<file path="src/rtl/ns_timebase_pkg.sv">
package ns_timebase_pkg;

  localparam int unsigned REG_AW = 3;

  localparam logic [REG_AW-1:0] ADR_CTRL  = 3'd0;
  localparam logic [REG_AW-1:0] ADR_COUNT = 3'd1;
  localparam logic [REG_AW-1:0] ADR_STEP  = 3'd2;
  localparam logic [REG_AW-1:0] ADR_CPER  = 3'd3;
  localparam logic [REG_AW-1:0] ADR_WRAP  = 3'd4;

  localparam int unsigned CB_RUN     = 0;
  localparam int unsigned CB_WRAP_A  = 4;
  localparam int unsigned CB_WRAP_B  = 5;
  localparam int unsigned CB_RESTART = 9;
  localparam int unsigned CB_CAPTURE = 11;
  localparam int unsigned CB_FOLLOW  = 13;

  localparam int unsigned CORR_LSB = 8;

  typedef struct packed {
    logic       follow;
    logic       capture;
    logic [1:0] wrap_sel;
    logic       run;
  } ctrl_t;

endpackage

</file>
<file path="src/rtl/ns_timebase_regs.sv">
module ns_timebase_regs
  import ns_timebase_pkg::*;
#(
  parameter int unsigned DATA_W = 32,
  parameter int unsigned CNT_W  = 32,
  parameter int unsigned STEP_W = 7,
  parameter int unsigned CPER_W = 32
) (
  input  logic              clk,
  input  logic              rst_n,
  input  logic              wr_en,
  input  logic [REG_AW-1:0] addr,
  input  logic [DATA_W-1:0] wdata,
  output logic [DATA_W-1:0] rdata,
  input  logic [CNT_W-1:0]  live_cnt,
  output ctrl_t             ctrl_o,
  output logic [STEP_W-1:0] base_step,
  output logic [STEP_W-1:0] corr_step,
  output logic [CPER_W-1:0] corr_period,
  output logic [CNT_W-1:0]  wrap_period,
  output logic              restart_req,
  output logic              load_req,
  output logic [CNT_W-1:0]  load_val
);

  ctrl_t             ctrl_q;
  logic [CNT_W-1:0]  snap_q;
  logic [STEP_W-1:0] base_q, corr_q;
  logic [CPER_W-1:0] cper_q;
  logic [CNT_W-1:0]  wrap_q;

  logic ctrl_wr, cnt_wr, step_wr, cper_wr, wrap_wr, cap_wr;
  logic wdata_unused;

  assign ctrl_wr = wr_en && (addr == ADR_CTRL);
  assign cnt_wr  = wr_en && (addr == ADR_COUNT);
  assign step_wr = wr_en && (addr == ADR_STEP);
  assign cper_wr = wr_en && (addr == ADR_CPER);
  assign wrap_wr = wr_en && (addr == ADR_WRAP);
  assign cap_wr  = ctrl_wr && wdata[CB_CAPTURE];
  assign wdata_unused = ^wdata;

  // control: capture bit self-clears one cycle after it is written
  always_ff @(posedge clk) begin
    if (!rst_n) begin
      ctrl_q <= '0;
    end else if (ctrl_wr) begin
      ctrl_q.run      <= wdata[CB_RUN];
      ctrl_q.wrap_sel <= {wdata[CB_WRAP_B], wdata[CB_WRAP_A]};
      ctrl_q.capture  <= wdata[CB_CAPTURE];
      ctrl_q.follow   <= wdata[CB_FOLLOW];
    end else begin
      ctrl_q.capture  <= 1'b0;
    end
  end

  // snapshot takes the count present before the capture edge
  always_ff @(posedge clk) begin
    if (!rst_n)      snap_q <= '0;
    else if (cap_wr) snap_q <= live_cnt;
  end

  always_ff @(posedge clk) begin
    if (!rst_n) begin
      base_q <= '0;
      corr_q <= '0;
      cper_q <= '0;
      wrap_q <= '0;
    end else begin
      if (step_wr) begin
        base_q <= wdata[STEP_W-1:0];
        corr_q <= wdata[CORR_LSB +: STEP_W];
      end
      if (cper_wr) cper_q <= wdata[CPER_W-1:0];
      if (wrap_wr) wrap_q <= wdata[CNT_W-1:0];
    end
  end

  always_comb begin
    rdata = '0;
    case (addr)
      ADR_CTRL: begin
        rdata[CB_RUN]     = ctrl_q.run;
        rdata[CB_WRAP_A]  = ctrl_q.wrap_sel[0];
        rdata[CB_WRAP_B]  = ctrl_q.wrap_sel[1];
        rdata[CB_CAPTURE] = ctrl_q.capture;
        rdata[CB_FOLLOW]  = ctrl_q.follow;
      end
      ADR_COUNT: rdata[CNT_W-1:0] = snap_q;
      ADR_STEP: begin
        rdata[STEP_W-1:0]         = base_q;
        rdata[CORR_LSB +: STEP_W] = corr_q;
      end
      ADR_CPER: rdata[CPER_W-1:0] = cper_q;
      ADR_WRAP: rdata[CNT_W-1:0]  = wrap_q;
      default:  rdata = '0;
    endcase
  end

  assign ctrl_o      = ctrl_q;
  assign base_step   = base_q;
  assign corr_step   = corr_q;
  assign corr_period = cper_q;
  assign wrap_period = wrap_q;
  assign restart_req = ctrl_wr && wdata[CB_RESTART];
  assign load_req    = cnt_wr;
  assign load_val    = wdata[CNT_W-1:0];


  cap_selfclear_chk: assert property (@(posedge clk) disable iff (!rst_n)
    (ctrl_q.capture && !cap_wr) |=> !ctrl_q.capture);


  snap_takes_live_chk: assert property (@(posedge clk) disable iff (!rst_n)
    cap_wr |=> (snap_q == $past(live_cnt)));

endmodule

</file>
<file path="src/rtl/ns_timebase_corr.sv">
module ns_timebase_corr #(
  parameter int unsigned CPER_W = 32
) (
  input  logic              clk,
  input  logic              rst_n,
  input  logic              tick,
  input  logic              restart,
  input  logic [CPER_W-1:0] period,
  output logic              hit
);

  logic [CPER_W-1:0] phase_q;
  logic              active;

  assign active = |period;
  // the >= guards against a period lowered below the current phase
  assign hit = tick && active && (phase_q >= (period - CPER_W'(1)));

  always_ff @(posedge clk) begin
    if (!rst_n)       phase_q <= '0;
    else if (restart) phase_q <= '0;
    else if (tick) begin
      if (hit) phase_q <= '0;
      else     phase_q <= phase_q + CPER_W'(1);
    end
  end


  phase_rearm_chk: assert property (@(posedge clk) disable iff (!rst_n)
    hit |=> (phase_q == '0));


  phase_idle_chk: assert property (@(posedge clk) disable iff (!rst_n)
    (!tick && !restart) |=> $stable(phase_q));

endmodule

</file>
<file path="src/rtl/ns_timebase_accum.sv">
module ns_timebase_accum #(
  parameter int unsigned CNT_W  = 32,
  parameter int unsigned STEP_W = 7
) (
  input  logic              clk,
  input  logic              rst_n,
  input  logic              run,
  input  logic              wrap_en,
  input  logic [STEP_W-1:0] base_step,
  input  logic [STEP_W-1:0] corr_step,
  input  logic              corr_hit,
  input  logic [CNT_W-1:0]  period,
  input  logic              load,
  input  logic [CNT_W-1:0]  load_val,
  input  logic              restart,
  output logic [CNT_W-1:0]  cnt,
  output logic              wrap_pulse
);

  localparam int unsigned SUM_W = CNT_W + 1;

  logic [CNT_W-1:0]  cnt_q;
  logic              pulse_q;
  logic [STEP_W-1:0] step_sel;
  logic [SUM_W-1:0]  sum;
  logic [SUM_W-1:0]  over;
  logic              wrap_now;

  assign step_sel = corr_hit ? corr_step : base_step;
  assign sum      = {1'b0, cnt_q} + SUM_W'(step_sel);
  assign over     = sum - {1'b0, period};
  assign wrap_now = wrap_en && (sum >= {1'b0, period});

  always_ff @(posedge clk) begin
    if (!rst_n) begin
      cnt_q   <= '0;
      pulse_q <= 1'b0;
    end else begin
      pulse_q <= 1'b0;
      if (load) begin
        cnt_q <= load_val;
      end else if (restart) begin
        cnt_q <= '0;
      end else if (run) begin
        if (wrap_now) begin
          cnt_q   <= over[CNT_W-1:0];
          pulse_q <= 1'b1;
        end else begin
          cnt_q   <= sum[CNT_W-1:0];
        end
      end
    end
  end

  assign cnt        = cnt_q;
  assign wrap_pulse = pulse_q;


  hold_when_off_chk: assert property (@(posedge clk) disable iff (!rst_n)
    (!run && !load && !restart) |=> $stable(cnt_q));


  load_now_chk: assert property (@(posedge clk) disable iff (!rst_n)
    load |=> (cnt_q == $past(load_val)));


  restart_zero_chk: assert property (@(posedge clk) disable iff (!rst_n)
    (restart && !load) |=> (cnt_q == '0));


  wrap_gated_chk: assert property (@(posedge clk) disable iff (!rst_n)
    (!wrap_en || !run || load || restart) |=> !pulse_q);

endmodule

</file>
<file path="src/rtl/ns_timebase.sv">
module ns_timebase
  import ns_timebase_pkg::*;
#(
  parameter int unsigned DATA_W = 32,
  parameter int unsigned CNT_W  = 32,
  parameter int unsigned STEP_W = 7,
  parameter int unsigned CPER_W = 32
) (
  input  logic              clk,
  input  logic              rst_n,
  input  logic              reg_wr,
  input  logic [REG_AW-1:0] reg_addr,
  input  logic [DATA_W-1:0] reg_wdata,
  output logic [DATA_W-1:0] reg_rdata,
  output logic [CNT_W-1:0]  time_ns,
  output logic              wrap_pulse,
  output logic              follower_mode
);

  ctrl_t             ctrl;
  logic [STEP_W-1:0] base_step, corr_step;
  logic [CPER_W-1:0] corr_period;
  logic [CNT_W-1:0]  wrap_period;
  logic              restart_req, load_req, corr_hit;
  logic [CNT_W-1:0]  load_val;
  logic [CNT_W-1:0]  live_cnt;

  ns_timebase_regs #(
    .DATA_W(DATA_W), .CNT_W(CNT_W), .STEP_W(STEP_W), .CPER_W(CPER_W)
  ) u_regs (
    .clk         (clk),
    .rst_n       (rst_n),
    .wr_en       (reg_wr),
    .addr        (reg_addr),
    .wdata       (reg_wdata),
    .rdata       (reg_rdata),
    .live_cnt    (live_cnt),
    .ctrl_o      (ctrl),
    .base_step   (base_step),
    .corr_step   (corr_step),
    .corr_period (corr_period),
    .wrap_period (wrap_period),
    .restart_req (restart_req),
    .load_req    (load_req),
    .load_val    (load_val)
  );

  ns_timebase_corr #(.CPER_W(CPER_W)) u_corr (
    .clk     (clk),
    .rst_n   (rst_n),
    .tick    (ctrl.run),
    .restart (restart_req),
    .period  (corr_period),
    .hit     (corr_hit)
  );

  ns_timebase_accum #(.CNT_W(CNT_W), .STEP_W(STEP_W)) u_accum (
    .clk        (clk),
    .rst_n      (rst_n),
    .run        (ctrl.run),
    .wrap_en    (&ctrl.wrap_sel),
    .base_step  (base_step),
    .corr_step  (corr_step),
    .corr_hit   (corr_hit),
    .period     (wrap_period),
    .load       (load_req),
    .load_val   (load_val),
    .restart    (restart_req),
    .cnt        (live_cnt),
    .wrap_pulse (wrap_pulse)
  );

  assign time_ns       = live_cnt;
  assign follower_mode = ctrl.follow;

endmodule

</file>
<file path="config.mk">
export PLATFORM = sky130hd
export DESIGN_NAME = ns_timebase
export DESIGN_NICKNAME = d
export VERILOG_FILES = /design/src/rtl/ns_timebase_pkg.sv /design/src/rtl/ns_timebase_regs.sv /design/src/rtl/ns_timebase_corr.sv /design/src/rtl/ns_timebase_accum.sv /design/src/rtl/ns_timebase.sv
export SDC_FILE = /design/constraint.sdc
export NUM_CORES = 1
export LEC_CHECK = 0
export ABC_AREA = 0
export BUFFER_PORTS_ARGS = -buffer_cell sky130_fd_sc_hd__buf_2
export CORE_UTILIZATION = 41
export CTS_CLUSTER_DIAMETER = 120
export DETAILED_ROUTE_END_ITERATION = 16
export PLACE_DENSITY_LB_ADDON = 0.08
export SLEW_MARGIN = 20
export SYNTH_ARGS = -nofsm -noshare
export SYNTH_HDL_FRONTEND = slang
export SYNTH_HIERARCHICAL = 1
export SYNTH_SLANG_ARGS = --single-unit
</file>
<file path="constraint.sdc">
create_clock -name clk -period 9.41 [get_ports clk]
set_input_delay 0.4705 -clock clk [delete_from_list [all_inputs] [get_ports clk]]
set_output_delay 0.4705 -clock clk [all_outputs]
set_load 0.05 [all_outputs]
</file>
==> results of run 1 <==
-- cells in the final DEF, fill, tap and decap left out, types with 9 or more instances in the layout --
master and count:
a21boi_0 27, a21o_1 19, a21oi_1 58, a22oi_1 9
and3_1 13, buf_2 102, buf_4 16, clkbuf_16 17
dfxtp_1 180, ha_1 73, inv_1 59, mux2_2 22
mux2i_1 77, nand2_1 263, nand2b_1 9, nand3_1 70
nand4_1 30, nor2_1 98, nor2b_1 17, nor3_1 26
nor4_1 10, o21a_1 15, o21ai_0 120, o22ai_1 13
o2bb2ai_1 24, or3_1 9, xnor2_1 75, xor2_1 38
-- worst max path at each step --
stage                                     start         endpoint
after global routing      u_regs/corr_period[6]   u_accum/cnt[3]
after CTS                 u_regs/corr_period[6]   u_accum/cnt[5]
final                     u_regs/corr_period[6]   u_accum/cnt[3]
after detailed placement  u_regs/corr_period[6]   u_accum/cnt[2]
after global placement    u_regs/corr_period[6]  u_accum/cnt[15]
after floorplan           u_regs/corr_period[6]  u_accum/cnt[25]
-- area by class of cell --
class / count / area (um^2)
Tap cell: 390 / 488
Clock buffer: 17 / 425
Sequential cell: 180 / 3600
Clock inverter: 15 / 160
Fill cell: 3033 / 16300
Timing Repair Buffer: 119 / 642
Multi-Input combinational cell: 1229 / 8070
Inverter: 59 / 221
-- sequential cells by signal (all words and copies together) (netlist names) --
signal	count
u_accum/cnt	32
u_regs/corr_period	32
u_regs/ctrl_o	5
u_regs/snap_q	32
u_accum/wrap_pulse	1
u_regs/corr_step	7
u_regs/wrap_period	32
u_corr/phase_q	32
u_regs/base_step	7
-- power groups by stage --
| stage | registers, uW | logic, uW | clock network, uW |
|---|---|---|---|
| 5_1_grt | 808 | 538 | 778 |
| 3_3_place_gp | 823 | 486 | 0 |
| 6_report | 806 | 490 | 732 |
| 4_1_cts | 806 | 486 | 747 |
| 2_1_floorplan | 838 | 350 | 0 |
| 3_5_place_dp | 823 | 484 | 0 |
-- per-layer routing --
metal  track usage [%]  vias to the layer above  share of wire (%)
met3              3.33                       28                4.4
met1              38.1                     5393                 49
met2              40.2                      271                 45
met5                 0                        -                  0
met4              5.93                        0                1.3
li1                  -                     5612                  -
-- stage by stage --
step	setup slack (ns)	area, um^2	hold WS, ns
finish	0.585	13600	0.290
global route	0.0710	13600	0.289
CTS	0.591	13600	0.267
detailed placement	0.633	13000	0.446
global placement	0.777	13000	0.442
floorplan	1.42	12600	0.434
-- worst register-to-register path, delay by kind of cell, from the launching register on --
family | cells | cell delay (ns)
multiplexers | 1 | 0.35
XOR/XNOR | 2 | 0.26
AO/OA/AOI/OAI | 11 | 2.40
adder cells (fa/ha/maj) | 4 | 1.27
flip-flops | 1 | 0.37
AND/OR/NAND/NOR | 13 | 3.38
buffers and inverters | 3 | 0.72
-- logic make-up after synthesis --
kind of cell	share of synthesized area, %
xor gates and xnor gates	7.88
DFF	28.7
AOI/OAI and AO/OA	18.6
and+or+nand+nor	21.9
buffers and inverters	7.21
muxes	8.11
adders and majority gates	7.59
==> results.md, run 1 <==
- ANT nets after route: 0
- Hold WC Path Type: input pin to flop
- CP arrival: 9.19 ns
- Max Clk Rate: 113 MHz
- Hold buffers post-CTS: 0
- Via count: 11300
- Worst Hold Path Cells: 3
- Grt ovf: 0
- Drt via density: 5.63
- Die Wd: 177 um
- Final wirelength: 40.4 mm
- Dpl hpwl: 30.2 mm
- Die H: 177 um
- WP buf/inv: 3
- Largest net degree at the start of global routing: 125
- Synth area leader: dfxtp_1
- Post-CTS setup buffer count: 0
- Cells on worst reg2reg path: 34
- Area share of the largest cell type after synthesis: 28.7%
- Syn Area/Cell: 7.88 um^2
- Worst stage delay on the critical path: 0.60 ns
- Synth area leaders: dfxtp_1 (29%), nand2_1 (7.9%), ha_1 (7.3%)
- Synth unique cells: 77
- Clock Latency Late Sink: 0.45 ns
- Max Root-Sink Buffers: 2
- Worst Max-Slew Pin Slew: 1.11 ns
- Synth-to-layout area growth: 8.39%
- 1st-pass router iterations: 5
- Crit path max fanout: 13
- EDFF count, synth: 0
- Root Buffer: clkbuf_16
- Status: finished clean
- Max-slew headroom: 25.5%
- Hold Path Sink: u_regs/wrap_period[3]
- Vias in the first global route: 10400
- Setup total negative slack: 0 ns
- Net Sw Frac: 35.0%
- Int Power: 1320 uW
- Worst IR Drop VDD: 139 uV
- Required time worst endpoint: 9.78 ns
- Flop and latch count out of synthesis: 180
- Synth warn: 6
- Power, Total: 2030 uW
- Post-Syn Area: 0.0126 mm^2
- Placer congestion estimate: 0.947
- Max-cap violations: 0
- Post-route minimum period: 8.82 ns
- IO buf count: 103
- Final Cycle Share: 93.8%
- RSZ-0062 raised after global routing: false
- NetSw: 709 uW
- Ys flop type: dfxtp_1
- Number of cells on the critical path: 34
- Share of cells above drive strength 1: 12.3%
- Register area share after synthesis: 28.7%
- Initial antenna violation count: 0
- CORE AREA: 0.0299 mm^2
- Setup violators final: 0
- Synthesized net count: 1707
- Placed Instances: 1977
- Avg WL per Cell: 20.1 um
- Slew Viols, Final: 0
- Die ar.: 0.0313 mm^2
- Post-layout utilization of the core: 45.6%
- Clock network power share: 36.1%
- Remaining DRCs: 0
- Row Count: 63
- Most common cell in the netlist: nand2_1
- First-pass GRT wire length: 62.0 mm
- Post-route insts no fill: 2009
- Kind of critical path: flop to flop
- Number of DRC markers in iteration 0: 953
- Nets: 1719
- Worst path top cell family by delay: simple AND/OR/NAND/NOR gates
- GRT Total Usage: 26.0%
- Clock input transition at the sequential cells of the worst setup and hold paths: 0.08 ns
- R2r endpoint: u_accum/cnt[3]
- Post-CTS sizing: 0
- CP Capture Type: flop
- Seq pwr share: 39.7%
- Initial core utilization: 42.0%
- H-tree levels: 4
- Leakage: 0.00544 uW
- Logic pwr share: 24.2%
- Synth Instances: 1594
- Worst Min Path Start: reg_wdata[3]
- Slowest CP cell: or4_4
- CP Launch Type: flop
- R2r startpoint: u_regs/corr_period[6]
- Final hold violations: 0
- Synth top cells by count: nand2_1 (263), dfxtp_1 (180), o21ai_0 (120)
- CTS sink count: 180
- Worst R2R Setup Slack: 0.59 ns
- Final clock skew: 0.0160 ns
- Post-synth ARST share: 0%
- Antenna cell count: 0
- Total CTS buffers: 17
- TritonCTS clock tree: done
- P per Cell Area: 149 mW/mm^2
- I/O Pins: 104
(Power assumes the default switching activity.)
==> run 2, diff against run 1 <==
Settings changed: CELL_PAD_IN_SITES_DETAIL_PLACEMENT from default to 0, CELL_PAD_IN_SITES_GLOBAL_PLACEMENT from default to 1.
==> results.md, run 2 (synthesis results as in run 1) <==
- Clock input transition at the sequential cells of the worst setup and hold paths: 0.08 ns (about the same)
- Via count: 11400 (+1.1%)
- Avg WL per Cell: 21.0 um (+4.3%)
- Most used cell along the critical path: ha_1
- Final wirelength: 42.2 mm (+4.3%)
- IO buf count: 103 (unchanged)
- CP Capture Type: flop
- Slew Viols, Final: 0 (unchanged)
- R2r startpoint: u_regs/corr_period[6]
- Required time worst endpoint: 9.76 ns (-0.02 ns)
- Max-slew headroom: 27.3% (+1.8 points)
- Worst Min Path Start: reg_wdata[3]
- Die ar.: 0.0313 mm^2 (unchanged)
- CORE AREA: 0.0299 mm^2 (unchanged)
- Antenna cell count: 0 (unchanged)
- Worst hold margin: 0.288 ns (-0.00212 ns)
- Max Root-Sink Buffers: 2 (unchanged)
- Worst IR Drop VDD: 138 uV (-0.42%)
- Max-cap violations: 0 (unchanged)
- I/O Pins: 104 (unchanged)
- Post-CTS sizing: 0 (unchanged)
- Number of DRC markers in iteration 0: 1077 (+13%)
- Worst R2R Setup Slack: 0.70 ns (+0.12 ns)
- RSZ-0062 raised after global routing: false
- CP Launch Type: flop
- Grt ovf: 0 (unchanged)
- Leading cell type in the layout, fill and taps excluded: nand2_1
- Most frequent cells in the layout: nand2_1 (263), dfxtp_1 (180), o21ai_0 (120), buf_2 (102), nor2_1 (98)
- TritonCTS clock tree: done
- Final hold violations: 0 (unchanged)
- Kind of critical path: flop to flop
- Hold WC Path Type: input pin to flop
- CP arrival: 9.06 ns (-0.13 ns)
- ANT nets after route: 0 (unchanged)
- Remaining DRCs: 0 (unchanged)
- Setup violators final: 0 (unchanged)
- Final clock skew: 0.0135 ns (-0.00243 ns)
- Post-CTS setup buffer count: 0 (unchanged)
- Dpl hpwl: 31.4 mm (+4.0%)
- Worst stage delay on the critical path: 0.61 ns (about the same)
- Placed Instances: 1977 (unchanged)
- CTS sink count: 180 (unchanged)
- Leakage: 0.00545 uW (+0.18%)
- Hold buffers post-CTS: 0 (unchanged)
- Largest net degree at the start of global routing: 128 (+2.4%)
- GRT Total Usage: 26.9% (+0.86 points)
- Critical Path Source: u_regs/corr_period[6]
- Die H: 177 um (unchanged)
- Synth-to-layout area growth: 8.59%
- Worst Max-Slew Pin Slew: 1.09 ns (-0.0209 ns)
- Initial antenna violation count: 1 (+1)
- Vias in the first global route: 10500 (+1.8%)
- Clock Latency Late Sink: 0.46 ns (about the same)
- First-pass GRT wire length: 63.8 mm (+2.9%)
- Row Count: 63 (unchanged)
- Post-route insts no fill: 2009 (unchanged)
- Initial core utilization: 42.0% (unchanged)
- Drt via density: 5.69 (+1.1%)
- Setup total negative slack: 0 ns (unchanged)
- Nets: 1719 (unchanged)
- Slowest CP cell: or4_4
- P per Cell Area: 151 mW/mm^2 (+1.3%)
- Post-route minimum period: 8.71 ns (-0.117 ns)
- Root Buffer: clkbuf_16
- Status: finished clean
- Die Wd: 177 um (unchanged)
- Placer congestion estimate: 0.925 (-2.3%)
- Total CTS buffers: 17 (unchanged)
- Share of cells above drive strength 1: 12.4% (+0.062 points)
- 1st-pass router iterations: 5 (unchanged)
- Final Cycle Share: 92.5% (-1.2 points)
- H-tree levels: 4 (unchanged)
- Crit path max fanout: 27 (+14)
- Max Clk Rate: 115 MHz (+1.3%)
-- run 2: changes by cell type in the layout (fill, tap and decap cells not counted), sizes merged --
cell | previous run | this run
inv | 68 | 65
bufinv | 0 | 1
clkbuf | 17 | 18
clkinv | 5 | 6
-- run 2: metrics by stage --
stage / utilization (%) / setup slack, ns / total power (uW) / area, um^2
4_1_cts: 45.6 / 0.690 / 2070 / 13600
6_report: 45.6 / 0.702 / 2060 / 13600
5_1_grt: 45.6 / 0.103 / 2150 / 13600
3_5_place_dp: 43.6 / 0.744 / 1310 / 13000
3_3_place_gp: 43.6 / 0.842 / 1310 / 13000
2_1_floorplan: - / 1.42 / 1190 / 12600
-- run 2: final timing paths --
kind / to / depth (start not counted)
max: u_accum/cnt[14] / 33
min: u_regs/wrap_period[3] / 3
max reg2reg: u_accum/cnt[14] / 33
min reg2reg: u_regs/snap_q[15] / 2
-- run 2: cell type report --
| class | instances | area (um^2) |
|---|---|---|
| inverters | 59 | 221 |
| well taps | 390 | 488 |
| repair buffers | 119 | 642 |
| multi-input cells | 1229 | 8080 |
| clock buffers | 18 | 439 |
| fillers | 3069 | 16200 |
| flip-flops and latches | 180 | 3600 |
| clock inverters | 14 | 166 |
-- run 2: per-layer routing --
layer / GRT usage [%] / up-vias / part of all wire, %
met3: 3.31 / 50 / 5.1
met5: 0 / - / 0
li1: - / 5602 / -
met4: 8.33 / 0 / 2.3
met2: 39.6 / 314 / 43
met1: 40.1 / 5458 / 50
-- run 2: power breakdown --
part / internal, uW / leakage (uW) / switching, uW
clock network: 386 / 0.000294 / 370
registers: 777 / 0.00146 / 29.7
logic: 186 / 0.00370 / 310
-- run 2: worst max-delay path: cells and delay by family (launching register included) --
| family | cells | cell delay [ns] |
|---|---|---|
| muxes | 2 | 0.76 |
| xor gates and xnor gates | 2 | 0.17 |
| and+or+nand+nor | 13 | 3.90 |
| adders and majority gates | 4 | 1.36 |
| DFF | 1 | 0.38 |
| AOI/OAI and AO/OA | 10 | 1.57 |
| buffers and inverters | 2 | 0.42 |
